## src/rtl/fsk_pkg.sv

```systemverilog
package fsk_pkg;

  // Phase increment per clock for a tone: round(f * 2^accw / clk).
  function automatic longint unsigned tuning_word(input longint unsigned tone_hz,
                                                  input longint unsigned clk_hz,
                                                  input int unsigned accw);
    longint unsigned num;
    num = tone_hz << accw;
    return (num + (clk_hz >> 1)) / clk_hz;
  endfunction

  // Quarter-wave table entry: sampled at mid-bin so the fold is symmetric.
  function automatic int unsigned qsine_mag(input int unsigned idx,
                                            input int unsigned entries,
                                            input int unsigned full_scale);
    real ang;
    ang = 3.14159265358979 * (real'(idx) + 0.5) / (2.0 * real'(entries));
    return $rtoi(real'(full_scale) * $sin(ang) + 0.5);
  endfunction

endpackage

```

## src/rtl/fsk_decimator.sv

```systemverilog
module fsk_decimator #(
  parameter int unsigned DECIM = 32
) (
  input  logic clk,
  input  logic rst_n,
  output logic tick
);
  localparam int unsigned CW = (DECIM > 1) ? $clog2(DECIM) : 1;
  localparam logic [CW-1:0] LAST = CW'(DECIM - 1);

  logic [CW-1:0] cnt_q;

  always_ff @(posedge clk) begin
    if (!rst_n)            cnt_q <= '0;
    else if (cnt_q == LAST) cnt_q <= '0;
    else                   cnt_q <= cnt_q + 1'b1;
  end

  assign tick = (cnt_q == LAST);
endmodule

```

## src/rtl/fsk_phase_acc.sv

```systemverilog
module fsk_phase_acc #(
  parameter int unsigned ACC_W = 24,
  parameter logic [ACC_W-1:0] TW_MARK  = '0,
  parameter logic [ACC_W-1:0] TW_SPACE = '0
) (
  input  logic             clk,
  input  logic             rst_n,
  input  logic             run,
  input  logic             mark_sel,
  output logic [ACC_W-1:0] acc
);
  logic [ACC_W-1:0] step;

  assign step = mark_sel ? TW_MARK : TW_SPACE;

  // Shared accumulator: tone changes only alter the step, never the phase.
  always_ff @(posedge clk) begin
    if (!rst_n)    acc <= '0;
    else if (!run) acc <= '0;
    else           acc <= acc + step;
  end
endmodule

```

## src/rtl/fsk_quarter_rom.sv

```systemverilog
module fsk_quarter_rom #(
  parameter int unsigned PH_W  = 10,
  parameter int unsigned MAG_W = 8
) (
  input  logic [PH_W-1:0]         phase,
  output logic signed [MAG_W:0]   wave
);
  localparam int unsigned AW      = PH_W - 2;
  localparam int unsigned ENTRIES = 1 << AW;
  localparam int unsigned FULL    = (1 << MAG_W) - 1;

  logic [MAG_W-1:0] tbl [ENTRIES];

  for (genvar i = 0; i < ENTRIES; i++) begin : g_tbl
    assign tbl[i] = MAG_W'(fsk_pkg::qsine_mag(i, ENTRIES, FULL));
  end

  logic          mirror;
  logic          negate;
  logic [AW-1:0] addr;
  logic [MAG_W-1:0] mag;

  assign mirror = phase[PH_W-2];
  assign negate = phase[PH_W-1];
  assign addr   = mirror ? ~phase[AW-1:0] : phase[AW-1:0];
  assign mag    = tbl[addr];
  assign wave   = negate ? -$signed({1'b0, mag}) : $signed({1'b0, mag});
endmodule

```

## src/rtl/fsk_tone_synth.sv

```systemverilog
module fsk_tone_synth #(
  parameter int unsigned CLK_HZ   = 3686400,
  parameter int unsigned MARK_HZ  = 1200,
  parameter int unsigned SPACE_HZ = 2200,
  parameter int unsigned ACC_W    = 24,
  parameter int unsigned PH_W     = 10,
  parameter int unsigned MAG_W    = 8,
  parameter int unsigned DECIM    = 32
) (
  input  logic                  clk,
  input  logic                  rst_n,
  input  logic                  tx_bit,
  input  logic                  rts_n,
  input  logic                  duplex,
  output logic signed [MAG_W:0] sample,
  output logic                  sample_valid
);
  localparam logic [ACC_W-1:0] TW_MARK  =
    ACC_W'(fsk_pkg::tuning_word(MARK_HZ, CLK_HZ, ACC_W));
  localparam logic [ACC_W-1:0] TW_SPACE =
    ACC_W'(fsk_pkg::tuning_word(SPACE_HZ, CLK_HZ, ACC_W));

  logic                  mod_run;
  logic [ACC_W-1:0]      acc_q;
  logic [PH_W-1:0]       phase;
  logic signed [MAG_W:0] wave;
  logic                  tick;

  assign mod_run = !rts_n || duplex;

  fsk_phase_acc #(
    .ACC_W(ACC_W), .TW_MARK(TW_MARK), .TW_SPACE(TW_SPACE)
  ) u_acc (
    .clk(clk), .rst_n(rst_n), .run(mod_run), .mark_sel(tx_bit), .acc(acc_q)
  );

  assign phase = acc_q[ACC_W-1 -: PH_W];

  fsk_quarter_rom #(.PH_W(PH_W), .MAG_W(MAG_W)) u_rom (
    .phase(phase), .wave(wave)
  );

  fsk_decimator #(.DECIM(DECIM)) u_dec (
    .clk(clk), .rst_n(rst_n), .tick(tick)
  );

  always_ff @(posedge clk) begin
    if (!rst_n) begin
      sample       <= '0;
      sample_valid <= 1'b0;
    end else begin
      sample_valid <= tick;
      if (tick) sample <= mod_run ? wave : '0;
    end
  end
endmodule

```

## config.mk

```make
export PLATFORM = sky130hd
export DESIGN_NAME = fsk_tone_synth
export DESIGN_NICKNAME = d
export VERILOG_FILES = /design/src/rtl/fsk_pkg.sv /design/src/rtl/fsk_decimator.sv /design/src/rtl/fsk_phase_acc.sv /design/src/rtl/fsk_quarter_rom.sv /design/src/rtl/fsk_tone_synth.sv
export SDC_FILE = /design/constraint.sdc
export NUM_CORES = 1
export LEC_CHECK = 0
export ABC_AREA = 0
export BUFFER_PORTS_ARGS = -buffer_cell sky130_fd_sc_hd__clkbuf_2
export CORE_MARGIN = 5
export CORE_UTILIZATION = 38
export DETAILED_ROUTE_END_ITERATION = 7
export HOLD_SLACK_MARGIN = 0.02
export PLACE_DENSITY_LB_ADDON = 0.08
export SKIP_CTS_REPAIR_TIMING = 1
export SLEW_MARGIN = 30
export SYNTH_ARGS = -nofsm -noshare
export SYNTH_HDL_FRONTEND = slang
export SYNTH_SLANG_ARGS = --single-unit
```

## constraint.sdc

```tcl
create_clock -name clk -period 5.2 [get_ports clk]
set_input_delay 0.26 -clock clk [delete_from_list [all_inputs] [get_ports clk]]
set_output_delay 0.26 -clock clk [all_outputs]
set_load 0.005 [all_outputs]
```

Word level (Yosys, flattened, before mapping)
Memory sizes are Yosys's and may differ from the RTL's.
Cells that the tools add are included.
{"block": "word_totals", "mem_count": 1, "out_inout_bits": 10, "rom_bits": 2048, "register_bits": 39}
{"block": "op_classes", "n_eq_ne": 1, "n_reduce_logical": 4, "order_cmp": 1, "n_addsub": 3, "bitwise_logic": 3, "muxes": 6}
{"memory": "(no name shown)", "words": 256, "width": 8, "rd": 1, "rd_ports_with_merged_regs": 0, "write_ports": 0, "line_no": "fsk_quarter_rom.sv:26", "rtl": "assign mag = tbl[addr];"}
{"cell": "24-bit adder", "n": 1}
{"cell": "8-bit 2-to-1 mux", "n": 3}
{"cell": "9-bit 2-to-1 mux", "n": 2}
{"cell": "14-bit 2-to-1 mux", "n": 1}
{"cell": "9-bit greater-or-equal comparator (second input constant)", "n": 1}
{"cell": "8-bit negator with 9-bit output", "n": 1}
{"cell": "8-bit NOT with 9-bit output", "n": 1}
{"cell": "8-bit NOT", "n": 1}
{"cell": "5-bit by 1-bit adder with 5-bit output (second input constant)", "n": 1}
{"cell": "5-bit equality test (second input constant)", "n": 1}
{"cell": "2-bit AND reduction", "n": 1}
{"cell": "2-bit OR reduction", "n": 1}
{"cell": "1-bit logical NOT", "n": 1}
{"cell": "1-bit logical OR", "n": 1}
{"cell": "1-bit NOT", "n": 1}

Depth between registers and ports, before layout
{"block": "logic_depth", "depth_word": 9, "mapped_depth": 16, "ltp_nobuf": 13}

Cells and area by module
Synthesis repeated with hierarchy kept, for this count alone.
{"block": "unflattened", "cells_unflattened": 791, "hier_area_um2": 5700.5}
{"module": "fsk_quarter_rom", "area_each_um2": 3768.6, "seq_area_each_um2": 0.0, "cells_each": 578, "n_inst": 1}
{"module": "fsk_phase_acc", "area_each_um2": 1288.7, "seq_area_each_um2": 480.5, "cells_each": 151, "n_inst": 1}
{"module": "fsk_tone_synth", "area_each_um2": 440.4, "seq_area_each_um2": 200.2, "cells_each": 42, "n_inst": 1}
{"module": "fsk_decimator", "area_each_um2": 202.7, "seq_area_each_um2": 100.1, "cells_each": 20, "n_inst": 1}

Least setup slack after synthesis
Ideal clock, no wire load.
{"block": "synth_timing", "path_kind": "reg2reg", "startpoint": "register u_acc.acc[16]", "endpoint": "register sample[5]", "arrival_ns": 3.056, "t_required_ns": 5.079, "setup_ns": 0.121, "path_buffers": 4, "path_stages_with_launch": 17, "path_slack_ns": 2.023, "path_cell_list": "dfxtp_1 > buf_4 > buf_2 > buf_2 > buf_2 > xor2_1 > inv_1 > ha_1 > o2111ai_1 > o31a_2 > o221a_1 > a211oi_1 > o32a_1 > and2_4 > a41oi_1 > xor2_1 > o21ai_1"}
{"block": "synth_via", "elab_chain_len": 9}
{"item": "start, declared", "line_no": "fsk_phase_acc.sv:10", "rtl": "output logic [ACC_W-1:0] acc"}
{"item": "start signal, assigned", "line_no": "fsk_phase_acc.sv:20", "rtl": "else acc <= acc + step;"}
{"item": "8-bit NOT", "line_no": "fsk_quarter_rom.sv:25", "rtl": "assign addr = mirror ? ~phase[AW-1:0] : phase[AW-1:0];"}
{"item": "8-bit 2-to-1 mux *", "line_no": "fsk_quarter_rom.sv:25"}
{"item": "8-bit NOT with 9-bit output (implied by the code) *", "line_no": "fsk_quarter_rom.sv:26"}
{"item": "memory read 256 x 8 bit *"}
{"item": "8-bit 2-to-1 mux (implied by the code) * (2 in series)", "line_no": "fsk_quarter_rom.sv:26"}
{"item": "8-bit negator with 9-bit output", "line_no": "fsk_quarter_rom.sv:27", "rtl": "assign wave = negate ? -$signed({1'b0, mag}) : $signed({1'b0, mag});"}
{"item": "9-bit 2-to-1 mux *", "line_no": "fsk_quarter_rom.sv:27"}
{"item": "9-bit 2-to-1 mux *", "line_no": "fsk_tone_synth.sv:53", "rtl": "if (tick) sample <= mod_run ? wave : '0;"}
{"item": "end signal, assigned", "line_no": "fsk_tone_synth.sv:53"}
{"item": "end, declared", "line_no": "fsk_tone_synth.sv:15", "rtl": "output logic signed [MAG_W:0] sample,"}
Every way passes the cells marked *; elsewhere a longest branch is shown, timed or not. The select of a mux whose other input is x is not followed.
A chain may end at the register's enable or synchronous reset.

Worst setup path after layout
{"block": "layout_timing", "startpoint": "register u_acc.acc[14]", "endpoint": "register sample[8]"}
{"block": "layout_via", "elab_chain_len": 9}
{"item": "8-bit NOT", "line_no": "fsk_quarter_rom.sv:25"}
{"item": "8-bit 2-to-1 mux *", "line_no": "fsk_quarter_rom.sv:25"}
{"item": "8-bit NOT with 9-bit output (implied by the code) *", "line_no": "fsk_quarter_rom.sv:26"}
{"item": "memory read 256 x 8 bit *"}
{"item": "8-bit 2-to-1 mux (implied by the code) * (2 in series)", "line_no": "fsk_quarter_rom.sv:26"}
{"item": "8-bit negator with 9-bit output *", "line_no": "fsk_quarter_rom.sv:27"}
{"item": "9-bit 2-to-1 mux *", "line_no": "fsk_quarter_rom.sv:27"}
{"item": "9-bit 2-to-1 mux *", "line_no": "fsk_tone_synth.sv:53"}
Marks and branches as above.

==> results.json <==
{
  "ir_worst_vdd_uv": 150,
  "tightest_slew_ns": 0.896,
  "ys_ff_latch": 39,
  "finalSetupViolCount": 0,
  "synth_area_mm2": 0.00517,
  "required_ns": 5.38,
  "yosysSeqAreaShare_pct": 15.1,
  "finalHoldWorstSlack_ns": 0.248,
  "async_flop_share_pct": 0,
  "io_pins": 15,
  "num_vias": 5919,
  "ant_nets": 0,
  "rsz0062_at_grt": "false",
  "crit_chain": "ha_1 -> nor2b_1 -> o32a_1 -> o21ai_1 -> o2111a_1 -> o32ai_4 -> ha_1 -> and3_1 -> a31oi_1 -> a21o_1",
  "place_congestion": 1.03,
  "grt_pass1_wl_um": 30100,
  "post_drt_wl_per_cell_um": 22.7,
  "die_area_mm2": 0.0160,
  "clock_latency_ns": 0.28,
  "cts_inserted_buffers": 5,
  "power_density_mw_per_mm2": 169,
  "cpMostUsedCell": "ha_1",
  "cap_violations": 0,
  "drive_gt1_share_pct": 10.2,
  "cts_buffer_depth": 2,
  "cts_num_sinks": 39,
  "dieWidth_um": 127,
  "hp-class": "input pin to flip-flop",
  "highest_layer": "met4",
  "ys_types": 91,
  "start_util_pct": 38.9,
  "slew_headroom_pct": 40.1,
  "clkTransAtPathRegs_ns": 0.06,
  "period_needed_ns": 3.71,
  "globalRoute.totalOverflow": 0,
  "syn_avg_cell_area_um2": 7.16,
  "fin_crit_sh_pct": 71.4,
  "wl_met2_um": 8120,
  "netlist_instances": 722,
  "post_drt_via_cell_ratio": 6.87,
  "regToRegStartpoint": "u_acc.acc[14]",
  "dpl.cell_count": 852,
  "yosys_warnings": 0,
  "outcome": "finished, final reports clean",
  "path_class": "flip-flop to flip-flop",
  "io_buffers": 14,
  "syn2layout_area_growth_pct": 2.52,
  "synth-edff-count": 0,
  "cts_tree": "done",
  "htreeDepth": 2,
  "dr_wl_met3_um": 2250,
  "drv_slew": 0,
  "worstPathArrival_ns": 3.89,
  "drc": 0,
  "num_antenna_cells": 0,
  "drtIter0Drc": 1323,
  "grt_max_degree": 76,
  "first_pass_iters": 7,
  "cp-end-kind": "flip-flop",
  "routed_wl_um": 19500,
  "clock-root-buffer": "clkbuf_16",
  "final_common_cell": "nor2_1",
  "stdcell_count": 861,
  "setup_tns_ns": 0,
  "critPathSlowestCell": "ha_1",
  "holdCritStartpoint": "rst_n",
  "synth_fp_nets": 741,
  "num_rows": 42,
  "final-hold-violation-count": 0,
  "synthFlopType": "dfxtp_1",
  "cp_max_fo": 21,
  "core_area_mm2": 0.0133,
  "yosys.area.top_type": "dfxtp_1",
  "synth_top_area_share_pct": 15.1,
  "met1Wirelength_um": 8100,
  "cpPeakStageDelay_ns": 0.81,
  "finalClockSkew_ns": 0.00781,
  "track_usage_pct": 23.2,
  "max_freq_mhz": 269,
  "cp-start-kind": "flip-flop",
  "leakage_nw": 1.81,
  "crit_path_start": "u_acc.acc[14]",
  "final_net_count": 703,
  "die_y_um": 127,
  "layout_common_cells": "nor2_1, nand2_1, o21ai_0, a21oi_1, dfxtp_1",
  "antenna_found_initial": 0,
  "yosys-top-cells-area": "dfxtp_1, nor2_1, a21oi_1",
  "grt_pass1_vias": 5371,
  "dp_hpwl_um": 13500
}
[metal layers]
layer  GRT usage [%]  vias up
li1                -     2620
met1            31.4     2746
met2            33.7      451
met3            6.05      102
met4            11.8        0
met5               0        -
[report_power, final]
part,internal (mW),switching (mW)
Sequential,0.316,0.0155
Clock,0.226,0.124
Combinational,0.0801,0.132
[cell usage after synthesis (10+ instances only)]
cell      count
nor2_1       69
nand2_1      58
a21oi_1      45
o21ai_0      45
dfxtp_1      39
buf_2        31
nand2b_1     24
nor3_1       21
a31oi_1      20
xnor2_1      20
o22ai_1      19
nor2b_1      16
inv_1        15
o21ai_1      15
buf_4        14
ha_1         14
a221oi_1     13
and2_1       13
clkbuf_1     13
buf_6        12
nand3_1      12
a211oi_1     11
xor2_1       11
o211ai_1     10
o21a_1       10
[critical path, delay by kind of cell, from the launching register on]
| family | cells | cell delay, ns |
|---|---|---|
| compound gates | 6 | 1.26 |
| fa+ha+maj | 2 | 1.09 |
| flops | 1 | 0.68 |
| simple gates | 2 | 0.56 |
[cells by family after synthesis]
kind of cell,synth area share [%]
mux,0.387
simple gates,24.8
xor+xnor,6.51
fa+ha+maj,3.58
buf+inv,9.97
flops,15.1
compound gates,39.6
[sequential cells by signal (all words and copies together), names as in the netlist]
signal        flops
sample_valid      1
u_dec.cnt_q       5
u_acc.acc        24
sample            9
[final timing paths]
path,to,slack [ns],depth (start not counted)
hold reg to reg,sample[3],0.45,2
setup reg to reg,sample[8],1.49,10
setup / recovery,sample[8],1.49,10
hold / removal,sample_valid,0.25,2
[layout make-up]
cell class                      instances  area, um^2
Sequential cell                        39         787
Fill cell                            1377        7990
Tap cell                              176         220
Clock inverter                          3        43.8
Timing Repair Buffer                   26         183
Clock buffer                            5         125
Inverter                               18        67.6
Multi-Input combinational cell        594        3880
[metrics by stage]
stage / util (%) / setup WS (ns) / instance area [um^2] / power [mW]
2_1_floorplan: - / 2.02 / 5170 / 0.493
3_3_place_gp: 38.6 / 1.61 / 5130 / 0.544
3_5_place_dp: 38.6 / 1.61 / 5130 / 0.543
4_1_cts: 39.8 / 1.59 / 5300 / 0.900
5_1_grt: 39.9 / 1.27 / 5300 / 0.947
6_report: 39.9 / 1.49 / 5300 / 0.894
No activity file was read; power rests on OpenSTA's default activity.
